**src/rtl/i2c_tgt_pkg.sv**
```systemverilog
// Package: shared types of the I2C target engine.
// Assumes: only one engine state machine uses this enum.
package i2c_tgt_pkg;
    typedef enum logic [2:0] {
        ST_IDLE,   // bus not addressed to us
        ST_ADDR,   // shifting address + direction bit
        ST_AACK,   // driving address acknowledge
        ST_RX,     // receiving a data byte
        ST_RACK,   // driving data acknowledge
        ST_TX,     // transmitting a data byte
        ST_TACK,   // reading master acknowledge
        ST_WAIT    // finished, waiting for START or STOP
    } tgt_state_e;
endpackage

```
**src/rtl/i2c_tgt_sync.sv**
```systemverilog
// Module: i2c_tgt_sync
// Brings SCL and SDA into the clock domain through a flip-flop chain and
// derives SCL edges plus START/STOP events from the synchronised levels.
// Assumes: clk is several times faster than SCL; idle bus level is high.
module i2c_tgt_sync #(
    parameter int STAGES = 2
) (
    input  logic clk,
    input  logic rst_n,
    input  logic scl_i,
    input  logic sda_i,
    output logic scl_s,
    output logic sda_s,
    output logic scl_rise,
    output logic scl_fall,
    output logic start_det,
    output logic stop_det
);
    logic [STAGES-1:0] scl_ff;
    logic [STAGES-1:0] sda_ff;
    logic              scl_d;
    logic              sda_d;

    // Synchroniser chains plus one delay stage for edge detection.
    always_ff @(posedge clk) begin
        if (!rst_n) begin
            scl_ff <= '1;
            sda_ff <= '1;
            scl_d  <= 1'b1;
            sda_d  <= 1'b1;
        end else begin
            scl_ff[0] <= scl_i;
            sda_ff[0] <= sda_i;
            for (int i = 1; i < STAGES; i++) begin
                scl_ff[i] <= scl_ff[i-1];
                sda_ff[i] <= sda_ff[i-1];
            end
            scl_d <= scl_ff[STAGES-1];
            sda_d <= sda_ff[STAGES-1];
        end
    end

    assign scl_s     = scl_ff[STAGES-1];
    assign sda_s     = sda_ff[STAGES-1];
    assign scl_rise  =  scl_s & ~scl_d;
    assign scl_fall  = ~scl_s &  scl_d;
    assign start_det =  scl_s &  scl_d &  sda_d & ~sda_s;
    assign stop_det  =  scl_s &  scl_d & ~sda_d &  sda_s;
endmodule

```
**src/rtl/i2c_tgt_fsm.sv**
```systemverilog
// Module: i2c_tgt_fsm
// Byte engine: address compare, receive/transmit shifting, acknowledge
// generation, byte-complete flag and SCL stretch until the flag is cleared.
// Assumes: inputs come from i2c_tgt_sync; DATA_W = address width + 1.
module i2c_tgt_fsm
    import i2c_tgt_pkg::*;
#(
    parameter int DATA_W = 8,
    localparam int ADDR_W = DATA_W - 1,
    localparam int CNT_W  = $clog2(DATA_W + 1)
) (
    input  logic              clk,
    input  logic              rst_n,
    input  logic              scl_s,
    input  logic              sda_s,
    input  logic              scl_rise,
    input  logic              scl_fall,
    input  logic              start_det,
    input  logic              stop_det,
    input  logic [ADDR_W-1:0] own_addr,
    input  logic              ack_en,
    input  logic [DATA_W-1:0] tx_byte,
    input  logic              irq_clr,
    output logic              scl_oe,
    output logic              sda_oe,
    output logic [DATA_W-1:0] rx_byte,
    output logic              rd_mode,
    output logic              irq
);
    localparam logic [CNT_W-1:0] FULL = CNT_W'(DATA_W);

    tgt_state_e        state;
    logic [CNT_W-1:0]  cnt;
    logic [DATA_W-1:0] sr;
    logic              mack;

    // Main engine: bus events first, then host clear, then per-state work.
    always_ff @(posedge clk) begin
        if (!rst_n) begin
            state   <= ST_IDLE;
            cnt     <= '0;
            sr      <= '0;
            mack    <= 1'b0;
            scl_oe  <= 1'b0;
            sda_oe  <= 1'b0;
            rx_byte <= '0;
            rd_mode <= 1'b0;
            irq     <= 1'b0;
        end else if (start_det || stop_det) begin
            state  <= start_det ? ST_ADDR : ST_IDLE;
            cnt    <= '0;
            scl_oe <= 1'b0;
            sda_oe <= 1'b0;
            irq    <= 1'b0;
        end else begin
            if (irq && irq_clr) begin
                irq    <= 1'b0;
                scl_oe <= 1'b0;
                if (state == ST_TX && cnt == '0) begin
                    sr     <= tx_byte;
                    sda_oe <= ~tx_byte[DATA_W-1];
                end
            end
            case (state)
                ST_ADDR, ST_RX: begin
                    if (scl_rise) begin
                        sr  <= {sr[DATA_W-2:0], sda_s};
                        cnt <= cnt + 1'b1;
                    end else if (scl_fall && cnt == FULL) begin
                        if (state == ST_ADDR) begin
                            if (sr[DATA_W-1:1] == own_addr && ack_en) begin
                                sda_oe  <= 1'b1;
                                rd_mode <= sr[0];
                                state   <= ST_AACK;
                            end else begin
                                state <= ST_IDLE;
                            end
                        end else if (ack_en) begin
                            sda_oe <= 1'b1;
                            state  <= ST_RACK;
                        end else begin
                            state <= ST_WAIT;
                        end
                    end
                end
                ST_AACK, ST_RACK: begin
                    if (scl_fall) begin
                        sda_oe  <= 1'b0;
                        rx_byte <= sr;
                        irq     <= 1'b1;
                        scl_oe  <= 1'b1;
                        cnt     <= '0;
                        state   <= (state == ST_AACK && rd_mode) ? ST_TX : ST_RX;
                    end
                end
                ST_TX: begin
                    if (scl_rise) begin
                        cnt <= cnt + 1'b1;
                    end else if (scl_fall && cnt == FULL) begin
                        sda_oe <= 1'b0;
                        state  <= ST_TACK;
                    end else if (scl_fall && cnt != '0) begin
                        sda_oe <= ~sr[DATA_W-2];
                        sr     <= sr << 1;
                    end
                end
                ST_TACK: begin
                    if (scl_rise) begin
                        mack <= ~sda_s;
                    end else if (scl_fall) begin
                        if (mack) begin
                            irq    <= 1'b1;
                            scl_oe <= 1'b1;
                            cnt    <= '0;
                            state  <= ST_TX;
                        end else begin
                            state <= ST_WAIT;
                        end
                    end
                end
                default: ;
            endcase
        end
    end

    // Assertions guarding the engine.
    p_start_addr_r1: assert property (@(posedge clk) disable iff (!rst_n)
        start_det |=> (state == ST_ADDR && cnt == '0));
    p_cnt_range_r2: assert property (@(posedge clk) disable iff (!rst_n)
        cnt <= FULL);
    p_addr_ack_r2: assert property (@(posedge clk) disable iff (!rst_n)
        (state == ST_AACK) |-> sda_oe);
    p_idle_quiet_r3: assert property (@(posedge clk) disable iff (!rst_n)
        (state == ST_IDLE) |-> (!sda_oe && !scl_oe));
    p_irq_stretch_r4: assert property (@(posedge clk) disable iff (!rst_n)
        $rose(irq) |-> scl_oe);
    p_stretch_hold_r4: assert property (@(posedge clk) disable iff (!rst_n)
        (irq && !irq_clr && !start_det && !stop_det) |=> scl_oe);
    p_release_r5: assert property (@(posedge clk) disable iff (!rst_n)
        (irq && irq_clr) |=> (!scl_oe && !irq));
    p_nack_quiet_r8: assert property (@(posedge clk) disable iff (!rst_n)
        (state == ST_WAIT) |-> (!sda_oe && !irq));
    p_abort_r9: assert property (@(posedge clk) disable iff (!rst_n)
        (start_det || stop_det) |=> (!scl_oe && !sda_oe && !irq));
    p_sda_change_r10: assert property (@(posedge clk) disable iff (!rst_n)
        !$stable(sda_oe) |-> ($past(!scl_s) || $past(start_det) || $past(stop_det)));
endmodule

```
**src/rtl/i2c_tgt_stretch.sv**
```systemverilog
// Module: i2c_tgt_stretch (top)
// I2C target with a byte-complete flag and SCL stretch after every
// acknowledged byte. Open-drain lines are modelled as pull-low enables.
// Assumes: external pull-ups; pads combine the enables with the line.
module i2c_tgt_stretch #(
    parameter int DATA_W      = 8,
    parameter int SYNC_STAGES = 2,
    localparam int ADDR_W     = DATA_W - 1
) (
    input  logic              clk,
    input  logic              rst_n,
    input  logic              scl_i,
    input  logic              sda_i,
    output logic              scl_oe,
    output logic              sda_oe,
    input  logic [ADDR_W-1:0] own_addr,
    input  logic              ack_en,
    input  logic [DATA_W-1:0] tx_byte,
    output logic [DATA_W-1:0] rx_byte,
    output logic              rd_mode,
    output logic              irq,
    input  logic              irq_clr
);
    logic scl_s, sda_s, scl_rise, scl_fall, start_det, stop_det;

    i2c_tgt_sync #(.STAGES(SYNC_STAGES)) u_sync (
        .clk       (clk),
        .rst_n     (rst_n),
        .scl_i     (scl_i),
        .sda_i     (sda_i),
        .scl_s     (scl_s),
        .sda_s     (sda_s),
        .scl_rise  (scl_rise),
        .scl_fall  (scl_fall),
        .start_det (start_det),
        .stop_det  (stop_det)
    );

    i2c_tgt_fsm #(.DATA_W(DATA_W)) u_fsm (
        .clk       (clk),
        .rst_n     (rst_n),
        .scl_s     (scl_s),
        .sda_s     (sda_s),
        .scl_rise  (scl_rise),
        .scl_fall  (scl_fall),
        .start_det (start_det),
        .stop_det  (stop_det),
        .own_addr  (own_addr),
        .ack_en    (ack_en),
        .tx_byte   (tx_byte),
        .irq_clr   (irq_clr),
        .scl_oe    (scl_oe),
        .sda_oe    (sda_oe),
        .rx_byte   (rx_byte),
        .rd_mode   (rd_mode),
        .irq       (irq)
    );
endmodule

```
**config.mk**
```make
export PLATFORM = sky130hd
export DESIGN_NAME = i2c_tgt_stretch
export DESIGN_NICKNAME = d
export VERILOG_FILES = /design/src/rtl/i2c_tgt_pkg.sv /design/src/rtl/i2c_tgt_sync.sv /design/src/rtl/i2c_tgt_fsm.sv /design/src/rtl/i2c_tgt_stretch.sv
export SDC_FILE = /design/constraint.sdc
export NUM_CORES = 1
export LEC_CHECK = 0
export CAP_MARGIN = 20
export CORE_MARGIN = 8
export CORE_UTILIZATION = 40
export CTS_CLUSTER_DIAMETER = 30
export DETAILED_ROUTE_END_ITERATION = 10
export DONT_BUFFER_PORTS = 1
export HOLD_SLACK_MARGIN = 0.12
export REMOVE_ABC_BUFFERS = 1
export SETUP_SLACK_MARGIN = 0.05
export SKIP_LAST_GASP = 1
export SYNTH_ARGS = -nofsm -noshare
export SYNTH_HDL_FRONTEND = slang
export SYNTH_SLANG_ARGS = --single-unit
```
**constraint.sdc**
```tcl
create_clock -name clk -period 4 [get_ports clk]
set_clock_uncertainty 0.1 [all_clocks]
set_input_delay 1.2 -clock clk [delete_from_list [all_inputs] [get_ports clk]]
set_output_delay 1.2 -clock clk [all_outputs]
set_load 0.05 [all_outputs]
```
==> summary by stage <==
Status
The run finished with clean final reports.

Global routing
Entering global routing, the biggest net connects 29 pins. The via count of the first global-routing pass came to 1327. The residual overflow from global routing is 0.

The combined global-route utilization of all metal layers is 0.125. The first global-routing pass estimated 6.52 mm of wire. The initial antenna violation count is 0.

Placement
The weighted congestion at the end of routability-driven global placement is about 0.85. The number of placed instances, taps included, is between 200 and 250. The detailed placer's ending HPWL is approximately 3.0 mm. The cell area reported after detailed placement is 1760 um^2. The setup slack after placement is 1340 ps.

Buffers placed on the I/O ports in this run total 0.

Route
The number of vias after detailed routing is around 1.4k. In the final routed layout, each cell accounts on average for about 17 um. In this run, the number of DRC markers left after iteration 0 of detailed routing was 116. Dividing the detail-routed via count by the number of cells gives roughly 5.6. The total length of routed wires is 4.04 mm.

For this run, design rule violations remaining after detail routing come to 0. For this run, the detailed router's first-pass iteration total came to 4. In this run the remaining antenna-violating nets after routing total 0.

Synthesis
The post-synthesis instance area is ~1700 um^2. The register area share after synthesis is 0.392. The fraction of registers with async set or reset after synthesis is 0.

The synthesized instance count is around 190. In the synthesized netlist the dominant register cell turns out to be dfxtp_1. Yosys mapped a number of flops with a built-in enable equal to 0. For this run, the number of Yosys warnings is 0.

The flip-flop and latch count after synthesis is 34. After synthesis, the netlist uses 43 different library cells. The average instance in the mapped netlist occupies 8.99 um^2.

Power and ir drop
The static leakage power is a little over 0.7 nW. Power spread over the standard cell area amounts to approximately 330 nW/um^2. Across the VDD grid, the largest voltage drop is 0.000167 V. The total power of the final layout is between 0.6 and 0.7 mW.

Clock tree
Post-CTS repair changed the size of 0 cells. The count of hold buffers inserted by post-cts repair is 0. The total clock sinks is 34.

After clock tree synthesis, the clock-pin slew on the worst setup and hold paths is roughly 70 ps. The later pin in the worst-skew pair is clocked with a latency of about 280 ps. The H-tree was split into 2 levels.

The longest clock path from root to sink contains 2 buffers. The tree is rooted in a clkbuf_8. Buffers added to address setup during post-CTS repair amount to 0. Buffers inserted during clock tree synthesis total 5. The CTS tree is yes.

Final layout
The sequential cells in the finished layout cover a total of 681 um^2. Fill cells in the final layout number 431. The layout overhead on the synthesized area is 6.06%. After the last flow step, the layout net total stands at ~210. The number of antenna cells inserted is 0.

After routing the design area is 1840 um^2. The area used by multi-input combinational logic is roughly 1000 um^2. The number of non-filler instances in the completed layout is 243.

The layout cell share with drive strength beyond 1 is 0.0838. Measured on the finished design, the core utilization comes to 0.432.

Die
The placeable core area is 4260 um^2. The initial standard-cell utilization of the core is 0.407. In this run the count of I/O pins placed on the die edge is 33. The full die area is ~6700 um^2. From bottom edge to top edge, the die measures slightly above 80 um. The row count is 24. The die is a little over 80 um wide.

Critical path
Data arrives at the worst endpoint at ~2500 ps. The reg-to-reg critical path startpoint is u_fsm.state[2]$_SDFFE_PN0P_. The endpoint of the worst setup timing path is u_fsm.sda_oe$_SDFF_PP0_. Along the worst path, the maximum fanout reaches 10. The worst reg-to-reg path cell count is 5. The worst setup path is captured at a register. The endpoint of the worst register-to-register path is u_fsm.sda_oe$_SDFF_PP0_. The worst setup path is launched from an input pin. Traced cell by cell, the critical path runs through nand3_1 -> nor4_4 -> and2_1 -> nor3_1 -> o311a_1.

The longest individual stage delay on the worst path is roughly 500 ps. The setup path with the least slack is of type input pin to register. At the worst endpoint, the required time is 4080 ps. The cell with the largest stage delay on the worst path is nor4_4. Setup slack on the worst reg-to-reg path comes out at roughly 1700 ps. In this run the worst setup path begins at irq_clr.

STA
The final number of max-transition violations is 0. The final-layout setup total negative slack is 0 ps. For the pin with the worst max-slew slack, the measured transition is around 600 ps. The fraction of the cycle the final worst path needs is 0.595. Setup repair after global routing left no endpoint under its margin. Once routing completed, OpenROAD measured the worst setup slack at 1620 ps. Static timing analysis puts the maximum clock frequency at ~0.42 GHz. The worst slew margin relative to its limit is 0.595. The total count of hold-check failures in the final report was 0.

Setup violations remaining at the end of the flow were counted as 0. The minimum period implied by the final worst setup slack is 2380 ps. Hold is met by between 300 and 400 ps.

Flow run
Across the run, the number of max-cap violations was 0.

Hold path
The hold path depth is 1. The worst hold path belongs to the class register to register.
## state kept, by name, summed over array words and instances, names as in the netlist
register,flops
u_sync.scl_d,1
u_sync.sda_d,1
u_sync.sda_ff,2
u_fsm.mack,1
u_fsm.irq,1
u_fsm.cnt,4
u_fsm.state,3
u_fsm.sda_oe,1
u_fsm.rx_byte,8
u_sync.scl_ff,2
u_fsm.rd_mode,1
u_fsm.scl_oe,1
u_fsm.sr,8
## how the worst min path moves through the flow
| stage | from | slack [ps] | endpoint |
|---|---|---|---|
| final | u_sync.sda_ff[0]$_SDFF_PN1_ | 310 | u_sync.sda_ff[1]$_SDFF_PN1_ |
| after floorplan | u_sync.scl_ff[0]$_SDFF_PN1_ | 290 | u_sync.scl_ff[1]$_SDFF_PN1_ |
| after CTS | u_sync.sda_ff[0]$_SDFF_PN1_ | 320 | u_sync.sda_ff[1]$_SDFF_PN1_ |
| after global placement | u_sync.scl_ff[0]$_SDFF_PN1_ | 290 | u_sync.scl_ff[1]$_SDFF_PN1_ |
| after detailed placement | u_sync.sda_ff[0]$_SDFF_PN1_ | 300 | u_sync.sda_ff[1]$_SDFF_PN1_ |
| after global routing | u_sync.sda_ff[0]$_SDFF_PN1_ | 330 | u_sync.sda_ff[1]$_SDFF_PN1_ |
## worst max-delay path: cells and delay by family
family | cells | cell delay (ps)
compound gates | 1 | 320
simple gates | 4 | 930
## final cells by class
cell class	count	area share
multi-input cells	147	0.546
flip-flops and latches	34	0.370
clock buffers	5	0.0374
well taps	52	0.0354
inverters	3	0.00612
clock inverters	2	0.00544
## power by group
| part | leakage (nW) | internal [mW] | total, mW | switching (mW) |
|---|---|---|---|---|
| Clock | 0.0438 | 0.117 | 0.237 | 0.121 |
| Sequential | 0.275 | 0.342 | 0.347 | 0.00565 |
| Combinational | 0.387 | 0.0132 | 0.0285 | 0.0153 |
## metal layers
layer | share of wire | track usage | vias to the layer above
met5 | 0 | 0 | -
met4 | 0.019 | 0.0509 | 0
met3 | 0.086 | 0.0613 | 9
met2 | 0.46 | 0.194 | 36
met1 | 0.43 | 0.145 | 644
li1 | - | - | 683
## Yosys cell counts, types with 2 or more instances
| cell | instances | area, um^2 |
|---|---|---|
| clkbuf_1 | 5 | 18.8 |
| nand2_1 | 18 | 67.6 |
| nand3_1 | 3 | 15.0 |
| o21a_1 | 3 | 22.5 |
| a21oi_1 | 10 | 50.1 |
| o22ai_1 | 9 | 56.3 |
| buf_2 | 4 | 20.0 |
| inv_1 | 3 | 11.3 |
| nor2_1 | 13 | 48.8 |
| xor2_1 | 10 | 87.6 |
| o211ai_1 | 3 | 22.5 |
| mux2_2 | 2 | 22.5 |
| nand2b_1 | 10 | 62.6 |
| dfxtp_1 | 34 | 681 |
| xnor2_1 | 2 | 17.5 |
| nor3_1 | 3 | 15.0 |
| a22oi_1 | 7 | 52.6 |
| o21ai_0 | 3 | 15.0 |
| and2_1 | 2 | 12.5 |
| mux2i_1 | 10 | 100 |
| nand4_1 | 4 | 25.0 |
| nor2b_1 | 12 | 75.1 |
| ha_1 | 2 | 25.0 |
| and3b_1 | 2 | 17.5 |
## cell families after synthesis
| kind of cell | Yosys count | share of synthesized area |
|---|---|---|
| adder cells (fa/ha/maj) | 2 | 0.0144 |
| XOR/XNOR | 12 | 0.0606 |
| buffers and inverters | 12 | 0.0288 |
| AND/OR/NAND/NOR | 77 | 0.252 |
| flip-flops | 34 | 0.392 |
| AO/OA/AOI/OAI | 44 | 0.181 |
| multiplexers | 12 | 0.0707 |
## placed cells by master, fill, tap and decap left out, types with 2 or more instances in the layout
master / count
nand2b_1: 10
ha_1: 2
a22oi_1: 7
dfxtp_1: 34
and2_1: 2
xor2_1: 10
nand4_1: 4
o211ai_1: 3
mux2_2: 2
xnor2_1: 2
inv_1: 3
clkinv_2: 2
o21ai_0: 3
clkbuf_8: 5
and3b_1: 2
nor3_1: 3
nor2_1: 13
nand2_1: 18
nand3_1: 3
a21oi_1: 10
nor2b_1: 12
mux2i_1: 10
o21a_1: 3
o22ai_1: 9
Note: power is estimated with default switching activity, not from simulation.
